[src/rtl/dt_pkg.sv]
package dt_pkg;

  typedef enum logic [1:0] {
    PS_DIV1   = 2'd0,
    PS_DIV16  = 2'd1,
    PS_DIV256 = 2'd2,
    PS_RSVD   = 2'd3
  } prescale_e;

  typedef struct packed {
    logic      ie;
    prescale_e ps;
    logic      wide;
    logic      oneshot;
    logic      periodic;
    logic      en;
  } ctrl_t;

  localparam int CTRL_W = 7;
  localparam ctrl_t CTRL_RESET = '{ie: 1'b1, ps: PS_DIV1, wide: 1'b0,
                                   oneshot: 1'b0, periodic: 1'b0, en: 1'b0};

  localparam logic [2:0] REG_CTRL   = 3'd0;
  localparam logic [2:0] REG_LOAD   = 3'd1;
  localparam logic [2:0] REG_BGLOAD = 3'd2;
  localparam logic [2:0] REG_COUNT  = 3'd3;
  localparam logic [2:0] REG_RAW    = 3'd4;
  localparam logic [2:0] REG_MASK   = 3'd5;
  localparam logic [2:0] REG_CLR    = 3'd6;

  function automatic logic [7:0] ident_byte(input logic [2:0] idx);
    case (idx)
      3'd0:    ident_byte = 8'h04;
      3'd1:    ident_byte = 8'h18;
      3'd2:    ident_byte = 8'h14;
      3'd3:    ident_byte = 8'h00;
      3'd4:    ident_byte = 8'h0D;
      3'd5:    ident_byte = 8'hF0;
      3'd6:    ident_byte = 8'h05;
      default: ident_byte = 8'hB1;
    endcase
  endfunction

endpackage

[src/rtl/dt_prescale.sv]
module dt_prescale
  import dt_pkg::*;
#(
  parameter int SHIFT_A = 4,
  parameter int SHIFT_B = 8
) (
  input  logic      clk,
  input  logic      rst_n,
  input  logic      tick,
  input  logic      restart,
  input  prescale_e sel,
  output logic      pulse
);

  localparam int PW = SHIFT_B;

  logic [PW-1:0] phase_q;

  always_ff @(posedge clk or negedge rst_n) begin
    if (!rst_n) begin
      phase_q <= '0;
    end else if (restart) begin
      phase_q <= '0;
    end else if (tick) begin
      phase_q <= phase_q + 1'b1;
    end
  end

  always_comb begin
    unique case (sel)
      PS_DIV16:  pulse = tick && (phase_q[SHIFT_A-1:0] == '1);
      PS_DIV256: pulse = tick && (phase_q == '1);
      default:   pulse = tick;
    endcase
  end

  // a divided pulse never arrives right after a restart
  p_restart_gap_r5: assert property (@(posedge clk) disable iff (!rst_n)
    (restart && sel != PS_DIV1 && sel != PS_RSVD) |=> !pulse);

endmodule

[src/rtl/dt_channel.sv]
module dt_channel
  import dt_pkg::*;
#(
  parameter int DW      = 32,
  parameter int NW      = 16,
  parameter int SHIFT_A = 4,
  parameter int SHIFT_B = 8
) (
  input  logic          clk,
  input  logic          rst_n,
  input  logic          tick_en,
  input  logic          wr_en,
  input  logic [2:0]    idx,
  input  logic [DW-1:0] wdata,
  output logic [DW-1:0] rd_data,
  output logic          irq
);

  localparam logic [DW-1:0] NARROW_MASK = {{(DW-NW){1'b0}}, {NW{1'b1}}};

  ctrl_t         ctrl_q;
  ctrl_t         ctrl_new;
  logic [DW-1:0] load_q;
  logic [DW-1:0] cnt_q;
  logic          raw_q;
  logic          pulse;
  logic          expire;
  logic          wr_ctrl, wr_load, wr_bg, wr_clr;

  function automatic logic [DW-1:0] eff_limit(input ctrl_t c, input logic [DW-1:0] ld);
    if (!c.periodic && !c.oneshot)
      eff_limit = c.wide ? '1 : NARROW_MASK;
    else
      eff_limit = c.wide ? ld : (ld & NARROW_MASK);
  endfunction

  assign ctrl_new = ctrl_t'(wdata[CTRL_W-1:0]);
  assign wr_ctrl  = wr_en && (idx == REG_CTRL);
  assign wr_load  = wr_en && (idx == REG_LOAD);
  assign wr_bg    = wr_en && (idx == REG_BGLOAD);
  assign wr_clr   = wr_en && (idx == REG_CLR);

  dt_prescale #(.SHIFT_A(SHIFT_A), .SHIFT_B(SHIFT_B)) u_pre (
    .clk     (clk),
    .rst_n   (rst_n),
    .tick    (tick_en && ctrl_q.en),
    .restart (wr_ctrl),
    .sel     (ctrl_q.ps),
    .pulse   (pulse)
  );

  assign expire = pulse && (cnt_q == '0);

  always_ff @(posedge clk or negedge rst_n) begin
    if (!rst_n) begin
      ctrl_q <= CTRL_RESET;
    end else if (wr_ctrl) begin
      ctrl_q <= ctrl_new;
    end else if (expire && ctrl_q.oneshot) begin
      ctrl_q.en <= 1'b0;
    end
  end

  always_ff @(posedge clk or negedge rst_n) begin
    if (!rst_n) begin
      load_q <= '0;
    end else if (wr_load || wr_bg) begin
      load_q <= wdata;
    end
  end

  always_ff @(posedge clk or negedge rst_n) begin
    if (!rst_n) begin
      cnt_q <= '0;
    end else if (wr_load) begin
      cnt_q <= eff_limit(ctrl_q, wdata);
    end else if (wr_ctrl) begin
      if (ctrl_new.en) cnt_q <= eff_limit(ctrl_new, load_q);
    end else if (pulse) begin
      if (cnt_q != '0)          cnt_q <= cnt_q - 1'b1;
      else if (!ctrl_q.oneshot) cnt_q <= eff_limit(ctrl_q, load_q);
    end
  end

  always_ff @(posedge clk or negedge rst_n) begin
    if (!rst_n) begin
      raw_q <= 1'b0;
    end else if (expire) begin
      raw_q <= 1'b1;
    end else if (wr_clr) begin
      raw_q <= 1'b0;
    end
  end

  always_comb begin
    rd_data = '0;
    unique case (idx)
      REG_CTRL:   rd_data = DW'(ctrl_q);
      REG_LOAD:   rd_data = load_q;
      REG_BGLOAD: rd_data = load_q;
      REG_COUNT:  rd_data = cnt_q;
      REG_RAW:    rd_data = DW'(raw_q);
      REG_MASK:   rd_data = DW'(raw_q && ctrl_q.ie);
      default:    rd_data = '0;
    endcase
  end

  assign irq = raw_q && ctrl_q.ie;

  // a prescaled tick on a non-zero count decrements it
  p_decrement_r3: assert property (@(posedge clk) disable iff (!rst_n)
    (pulse && cnt_q != '0 && !wr_load && !wr_ctrl) |=> cnt_q == $past(cnt_q) - 1'b1);

  // one-shot expiry stops the channel at zero
  p_oneshot_stop_r4: assert property (@(posedge clk) disable iff (!rst_n)
    (expire && ctrl_q.oneshot && !wr_ctrl && !wr_load) |=> (!ctrl_q.en && cnt_q == '0));

  // narrow load keeps the count within 16 bits
  p_narrow_load_r7: assert property (@(posedge clk) disable iff (!rst_n)
    (wr_load && !ctrl_q.wide) |=> cnt_q[DW-1:NW] == '0);

  // the raw flag only rises after an expiry
  p_raw_cause_r8: assert property (@(posedge clk) disable iff (!rst_n)
    $rose(raw_q) |-> $past(expire));

endmodule

[src/rtl/dual_timer_wrap.sv]
module dual_timer_wrap
  import dt_pkg::*;
#(
  parameter int ADDR_W    = 12,
  parameter int DW        = 32,
  parameter int NW        = 16,
  parameter int WIN_SHIFT = 5,
  parameter int SHIFT_A   = 4,
  parameter int SHIFT_B   = 8
) (
  input  logic              clk,
  input  logic              rst_n,
  input  logic [ADDR_W-1:0] addr,
  input  logic [DW-1:0]     wdata,
  input  logic              wr_en,
  input  logic              rd_en,
  output logic [DW-1:0]     rdata,
  output logic              rd_valid,
  input  logic [1:0]        tick_en,
  output logic              irq
);

  localparam int NUM_CH = 2;
  localparam int WIN_W  = ADDR_W - WIN_SHIFT;
  localparam logic [WIN_W-1:0] ID_WIN = '1;

  logic [WIN_W-1:0] win;
  logic [2:0]       ridx;
  logic [DW-1:0]    ch_rd [NUM_CH];
  logic [NUM_CH-1:0] ch_irq;
  logic [NUM_CH-1:0] ch_sel;
  logic             in_id;
  logic [DW-1:0]    rd_next;
  logic [DW-1:0]    rdata_q;
  logic             rvalid_q;
  logic             unused_lsb;

  assign win        = addr[ADDR_W-1:WIN_SHIFT];
  assign ridx       = addr[WIN_SHIFT-1:2];
  assign in_id      = (win == ID_WIN);
  assign unused_lsb = ^addr[1:0];

  for (genvar g = 0; g < NUM_CH; g++) begin : g_ch
    assign ch_sel[g] = (win == WIN_W'(g));
    dt_channel #(.DW(DW), .NW(NW), .SHIFT_A(SHIFT_A), .SHIFT_B(SHIFT_B)) u_ch (
      .clk     (clk),
      .rst_n   (rst_n),
      .tick_en (tick_en[g]),
      .wr_en   (wr_en && ch_sel[g]),
      .idx     (ridx),
      .wdata   (wdata),
      .rd_data (ch_rd[g]),
      .irq     (ch_irq[g])
    );
  end

  always_comb begin
    rd_next = '0;
    for (int k = 0; k < NUM_CH; k++) begin
      if (ch_sel[k]) rd_next = ch_rd[k];
    end
    if (in_id) rd_next = DW'(ident_byte(ridx));
  end

  always_ff @(posedge clk or negedge rst_n) begin
    if (!rst_n) begin
      rdata_q  <= '0;
      rvalid_q <= 1'b0;
    end else begin
      rvalid_q <= rd_en;
      if (rd_en) rdata_q <= rd_next;
    end
  end

  assign rdata    = rdata_q;
  assign rd_valid = rvalid_q;
  assign irq      = |ch_irq;

  // every read strobe is answered in the next cycle
  p_read_latency_r12: assert property (@(posedge clk) disable iff (!rst_n)
    rd_en |=> rd_valid);

  // read data holds between reads
  p_read_hold_r12: assert property (@(posedge clk) disable iff (!rst_n)
    !rd_en |=> $stable(rdata));

  // identification reads carry only a byte
  p_ident_byte_r10: assert property (@(posedge clk) disable iff (!rst_n)
    (rd_en && in_id) |=> rdata[DW-1:8] == '0);

  // reads outside every window return zero
  p_unmapped_zero_r11: assert property (@(posedge clk) disable iff (!rst_n)
    (rd_en && !in_id && ch_sel == '0) |=> rdata == '0);

endmodule

[config.mk]
export PLATFORM = sky130hd
export DESIGN_NAME = dual_timer_wrap
export DESIGN_NICKNAME = d
export VERILOG_FILES = /design/src/rtl/dt_pkg.sv /design/src/rtl/dt_prescale.sv /design/src/rtl/dt_channel.sv /design/src/rtl/dual_timer_wrap.sv
export SDC_FILE = /design/constraint.sdc
export NUM_CORES = 1
export LEC_CHECK = 0
export ABC_AREA = 0
export BUFFER_PORTS_ARGS = -buffer_cell sky130_fd_sc_hd__clkbuf_2
export CORE_UTILIZATION = 65
export CTS_CLUSTER_DIAMETER = 60
export DETAILED_ROUTE_END_ITERATION = 10
export PLACE_DENSITY_LB_ADDON = 0.08
export SLEW_MARGIN = 20
export SYNTH_ARGS = -nofsm -noshare
export SYNTH_HDL_FRONTEND = slang
export SYNTH_SLANG_ARGS = --single-unit
[constraint.sdc]
create_clock -name clk -period 6.48 [get_ports clk]
set_input_delay 0.324 -clock clk [delete_from_list [all_inputs] [get_ports clk]]
set_output_delay 0.324 -clock clk [all_outputs]
set_load 0.05 [all_outputs]
== Word-level counts from Yosys, hierarchy flattened ==
Cells that the tools add are included.

* Latch bits: 0
* Logic and storage cells: 144
* Flip-flop bits (word level): 193
* Output and inout port bits: 34
* Bits of input ports: 50
* Memory bits (read-only): 0
* RAM bits: 0
* Memories kept: 0

* Magnitude comparators: 0
* Reduce and logical (&&, ||, !) cells: 51
* Multipliers: 0
* Divide/modulo/power cells: 0
* Bitwise logic cells: 0
* $add $sub $neg: 4
* Equality and inequality tests: 20
* Mux-type cells: 47
* Shift-type cells: 0

{| class="wikitable"
|+ Operators with widths
! cell !! count
|-
| two-way mux 32 bit || 30
|-
| one-hot mux 32 bit (5 select lines) || 2
|-
| zero test 32 bit || 2
|-
| nonzero test 32 bit || 2
|-
| subtractor 32 x 1 -> 32 bit (second input constant) || 2
|-
| one-hot mux 8 bit (7 select lines) || 1
|-
| two-way mux 8 bit || 4
|-
| logical AND 1 bit || 25
|-
| adder 8 x 1 -> 8 bit (second input constant) || 2
|-
| equality test 8 bit (second input constant) || 2
|-
| nonzero test 2 bit || 6
|-
| equality test 3 bit (second input constant) || 3
|-
| equality test 4 bit (second input constant) || 2
|-
| two-way mux 1 bit || 8
|-
| inequality test 4 bit (second input constant) || 2
|-
| equality test 7 x 1 -> 1 bit (second input constant) || 1
|-
| equality test 7 bit (second input constant) || 1
|-
| zero test 7 bit || 1
|-
| equality test 3 x 2 -> 1 bit (second input constant) || 2
|-
| zero test 1 bit || 6
|-
| inequality test 3 x 2 -> 1 bit (second input constant) || 2
|-
| AND reduction 3 bit || 2
|-
| nonzero test 3 bit || 2
|-
| equality test 2 x 1 -> 1 bit (second input constant) || 2
|-
| other kinds (6) || 10
|}

== Longest topological paths before layout ==
* Word-level depth: 8
* Depth in mapped cells: 12
* Mapped depth without buffers: 9

== By module ==
A second synthesis with hierarchy kept.

* Cells, all modules: 1,385
* Area total of the unflattened synthesis: 12,592.1 µm²

{| class="wikitable"
|+ By module, submodules not included
! module !! cells each !! area each (µm²) !! seq. area each (µm²) !! instances
|-
| dt_channel at g_ch[0].u_ch || 569 || 4,996.0 || 1,803.0 || 1
|-
| dt_channel at g_ch[1].u_ch || 564 || 4,911.0 || 1,803.0 || 1
|-
| dual_timer_wrap || 166 || 1,834.3 || 825.8 || 1
|-
| dt_prescale || 43 || 425.4 || 200.2 || 2
|}

== Worst setup path before layout ==
OpenSTA, ideal clock, no wires.

* Kind: register to register
* Start: reg g_ch[0].u_ch.cnt_q[22]
* End: reg g_ch[0].u_ch.cnt_q[19]
* Path buffers: 3
* Arrival: 2.462 ns
* Data required time: 6.350 ns
* Period minus slack after synthesis: 2.593 ns
* Cell stages (with the launch flop): 11
* Setup time: 0.130 ns
* Path slack: 3.887 ns
* Cells stage by stage: dfrtp_1 buf_2 or4_4 or4_1 buf_2 nor4_4 o32a_2 nor2_1 buf_4 o211ai_1 nand3_1

* Longest elaborated chain between the ends: 5
* Elaborated cells on any way between the ends: 7
* Those cells by class: 1 x eq/ne; 4 x mux; 2 x reduce/logical

{| class="wikitable"
|+ Ends and longest elaborated chain
! element !! line !! source
|-
| start, declared || dt_channel.sv:24 || <nowiki>logic [DW-1:0] cnt_q;</nowiki>
|-
| start signal, assigned || dt_channel.sv:76 || <nowiki>cnt_q <= eff_limit(ctrl_q, wdata);</nowiki>
|-
| start signal, assigned || dt_channel.sv:78 || <nowiki>if (ctrl_new.en) cnt_q <= eff_limit(ctrl_new, load_q);</nowiki>
|-
| start signal, assigned || dt_channel.sv:80 || <nowiki>if (cnt_q != '0) cnt_q <= cnt_q - 1'b1;</nowiki>
|-
| nonzero test 32 bit * || dt_channel.sv:80 ||
|-
| two-way mux 32 bit || dt_channel.sv:80 ||
|-
| two-way mux 32 bit || dt_channel.sv:79 || <nowiki>end else if (pulse) begin</nowiki>
|-
| two-way mux 32 bit || dt_channel.sv:77 || <nowiki>end else if (wr_ctrl) begin</nowiki>
|-
| two-way mux 32 bit || dt_channel.sv:75 || <nowiki>end else if (wr_load) begin</nowiki>
|}

Mark *: on every way between the ends. The rest lies on a longest branch, timed or not. The select of a mux whose other input is x is not followed.
A chain may end at the register's enable or synchronous reset.

== Worst setup path after layout ==
Same ends and word-level chain as after synthesis.

==> metrics.md <==
| Metric | Value |
|---|---|
| Final Max Slew Viols | `0` |
| Clock period minus worst slack | `3.512 ns` |
| Cell count after synthesis | `1318` |
| Clk root buf | `clkbuf_16` |
| CTS clk-pin slew, worst paths | `0.08 ns` |
| Most instantiated cells after synthesis | `191 x dfrtp_1, 126 x nor2_1, 113 x nand2_1` |
| Cell area power density | `214.8 nW/um^2` |
| Number of synthesized flops with an enable pin | `0` |
| Initial antenna violation count | `0` |
| First-pass GRT wire length | `58.68 mm` |
| Worst-margin pin slew | `1.093 ns` |
| Fin area | `13020 sq um` |
| Post-Syn Nets | `1376` |
| Remaining Overflow, GRT | `0` |
| CP max-delay cell | `o32a_2` |
| CTS tree | `yes` |
| Starting Density | `0.6633` |
| Crit Path Max Fanout | `33` |
| Async S/R FF share, synth | `1.000` |
| Register area | `4832 sq um` |
| Synth top area share | `0.3998` |
| Layout net count | `1399` |
| Initial DRC Count | `1454` |
| Type of origin of the critical path | `register` |
| Core Area | `18020 sq um` |
| P_leak | `5.876 nW` |
| Post-synthesis cell type count | `78` |
| Pre-antenna DRT Iters | `6` |
| Total track usage | `0.4187` |
| Vias in the first global route | `10.36k` |
| Setup repair after global routing missed its margin | `no` |
| Die area | `18940 sq um` |
| Cell Area, Synth | `11960 sq um` |
| Die X | `137.6 microns` |
| Area growth from synthesis to layout | `8.927%` |
| Cts bufs inserted | `17` |
| Post-cts gate resize count | `0` |
| Area contributors post-synth | `dfrtp_1 40%, mux2_2 6.2%, o21ai_0 4.0%` |
| Synth Warn # | `0` |
| Post-synth top area cell | `dfrtp_1` |
| Slew headroom | `0.2715` |
| Routed vias | `11.20k` |
| Max-cap viol count | `0` |
| Drt via density | `7.075` |
| Pre-CTS setup slack | `2.938 ns` |
| Layout Skew | `0.01042 ns` |
| Clock Sinks | `193` |
| I/O pins | `84` |
| Rows | `49` |
| Worst setup EP type | `register` |
| Die height | `137.6 microns` |
| Total wire length | `38.43 mm` |
| Peak Freq | `0.2848 GHz` |
| Area occupied by multi-input gates | `6594 sq um` |
| CP required | `6.81 ns` |
| Final setup margin | `2.968 ns` |
| Wire per inst | `24.28 microns` |
| Clock buffer depth | `2` |
| Most used DFF post-synth | `dfrtp_1` |
| CP cell instances | `or4_4 -> or4_1 -> nor4_4 -> o32a_2 -> nor2_2 -> buf_4 -> o211ai_1 -> nand3_1` |
| Top-count cell post-synth | `dfrtp_1` |
| Port-buffer cells | `81` |
| Post-CTS Setup Inserts | `0` |
| Status | `finished, final reports clean` |
| H-tree depth | `4` |
| Crit path buffers/inverters | `1` |
| Min-delay worst type | `input pin to register` |
| Period utilisation layout | `0.5419` |
| Arrival time worst endpoint | `3.84 ns` |
| Fillers | `1435` |
| Layout cell share with drive strength beyond 1 | `0.1854` |
| Max incr delay on CP | `0.70 ns` |
| DRC violations left | `0` |
| Final TNS setup | `0 ns` |
| # setup viols final | `0` |
| Largest net degree at the start of global routing | `78` |
| Register area share after synthesis | `0.4042` |
| Antenna Cells | `0` |
| Top cell family by delay on the critical path | `simple AND/OR/NAND/NOR gates` |
| Final Hold Vio Count | `0` |
| Synth Register Bits | `193` |
| Clock Latency Late Sink | `0.45 ns` |
| Avg Cell Area, Syn | `9.071 sq um` |
| Crit Path Category | `register to register` |
| Gpl congestion | `1.010` |
| DP Area | `12430 sq um` |
| DP HPWL | `26.25 mm` |
| Detail Route Antenna Nets | `0` |
| Max IR drop VDD | `0.1879 mV` |
==> cells by family after synthesis <==
logic type | count (synthesis) | share of synthesized area
adders and majority gates | 8 | 0.008373
buffers and inverters | 137 | 0.04678
xor gates and xnor gates | 54 | 0.03956
and+or+nand+nor | 451 | 0.1908
DFF | 193 | 0.4042
AOI/OAI and AO/OA | 376 | 0.2142
muxes | 99 | 0.09608
==> power breakdown <==
group          total, mW  switching, mW  internal, mW
clock network       1.07          0.518         0.555
registers           1.26         0.0309          1.23
logic              0.463          0.322         0.142
==> tightest hold or removal path: cells and delay by family <==
kind	cells	cell delay, ns
compound gates	1	0.06
buf+inv	1	0.10
simple gates	1	0.08
==> worst paths after layout <==
| kind | depth (start not counted) | endpoint | startpoint | slack (ns) |
|---|---|---|---|---|
| setup / recovery | 8 | g_ch[0].u_ch.cnt_q[19]$_DFFE_PN0P_ | g_ch[0].u_ch.cnt_q[22]$_DFFE_PN0P_ | 2.97 |
| hold / removal | 3 | g_ch[0].u_ch.u_pre.phase_q[1]$_DFFE_PN0P_ | tick_en[0] | 0.14 |
| setup reg to reg | 8 | g_ch[0].u_ch.cnt_q[19]$_DFFE_PN0P_ | g_ch[0].u_ch.cnt_q[22]$_DFFE_PN0P_ | 2.97 |
| hold reg to reg | 1 | rdata[0]$_DFFE_PN0P_ | rdata[0]$_DFFE_PN0P_ | 0.49 |
| max in group asynchronous | 3 | g_ch[1].u_ch.load_q[29]$_DFFE_PN0P_ | rst_n | 4.76 |
| min in group asynchronous | 2 | g_ch[1].u_ch.load_q[6]$_DFFE_PN0P_ | rst_n | 0.38 |
==> flip-flops by register name, summed over array words and instances, names as in the netlist <==
register and flops:
g_ch.u_ch.load_q 64, g_ch.u_ch.ctrl_q 14, g_ch.u_ch.u_pre.phase_q 16, rdata 32, g_ch.u_ch.raw_q 2, g_ch.u_ch.cnt_q 64, rd_valid 1
==> cell type report <==
class / instances / share of cell area
clock inverter: 14 / 0.01124
tap: 229 / 0.02200
timing repair buffer: 103 / 0.04468
inverter: 38 / 0.01095
clock buffer: 18 / 0.03372
multi-input combinational: 988 / 0.5063
sequential: 193 / 0.3711
==> placed cells by master, fill, tap and decap left out, drive strengths merged, types with 34 or more instances in the layout <==
master  netlist  final
dfrtp       191    191
nand2       114    114
mux2         66     66
xor2         34     34
inv          37     45
nor3         43     43
o21ai       125    125
a221oi       53     53
nor2        126    126
nand3        48     48
a21oi        50     50
clkbuf       72     99
==> what timing repair did <==
| item | in CTS | in global routing |
|---|---|---|
| endpoints found under the setup margin | 0 | 0 |
| hold buffers | 1 | 0 |
| hold endpoints to repair | 49 | 0 |
==> stage by stage <==
| stage | total power, mW | hold slack (ns) | utilization | cells |
|---|---|---|---|---|
| 2_1_floorplan | 1.564 | 0.02841 | - | 1318 |
| 3_3_place_gp | 1.719 | 0.2918 | 0.6894 | 1550 |
| 3_5_place_dp | 1.727 | 0.2940 | 0.6894 | 1550 |
| 4_1_cts | 2.781 | 0.1449 | 0.7225 | 1583 |
| 5_1_grt | 2.884 | 0.1610 | 0.7225 | 1583 |
| 6_report | 2.797 | 0.1385 | 0.7225 | 1583 |
==> per-layer routing <==
metal  share of wire  GRT usage  wire length [microns]  up-vias
li1                -          -                      -     4960
met1            0.40     0.5686                  15410     5441
met2            0.44     0.6212                  17030      706
met3            0.13     0.1328                   4894       93
met4           0.029     0.1612                   1096        0
met5               0          0                      0        -
(Power assumes the default switching activity.)
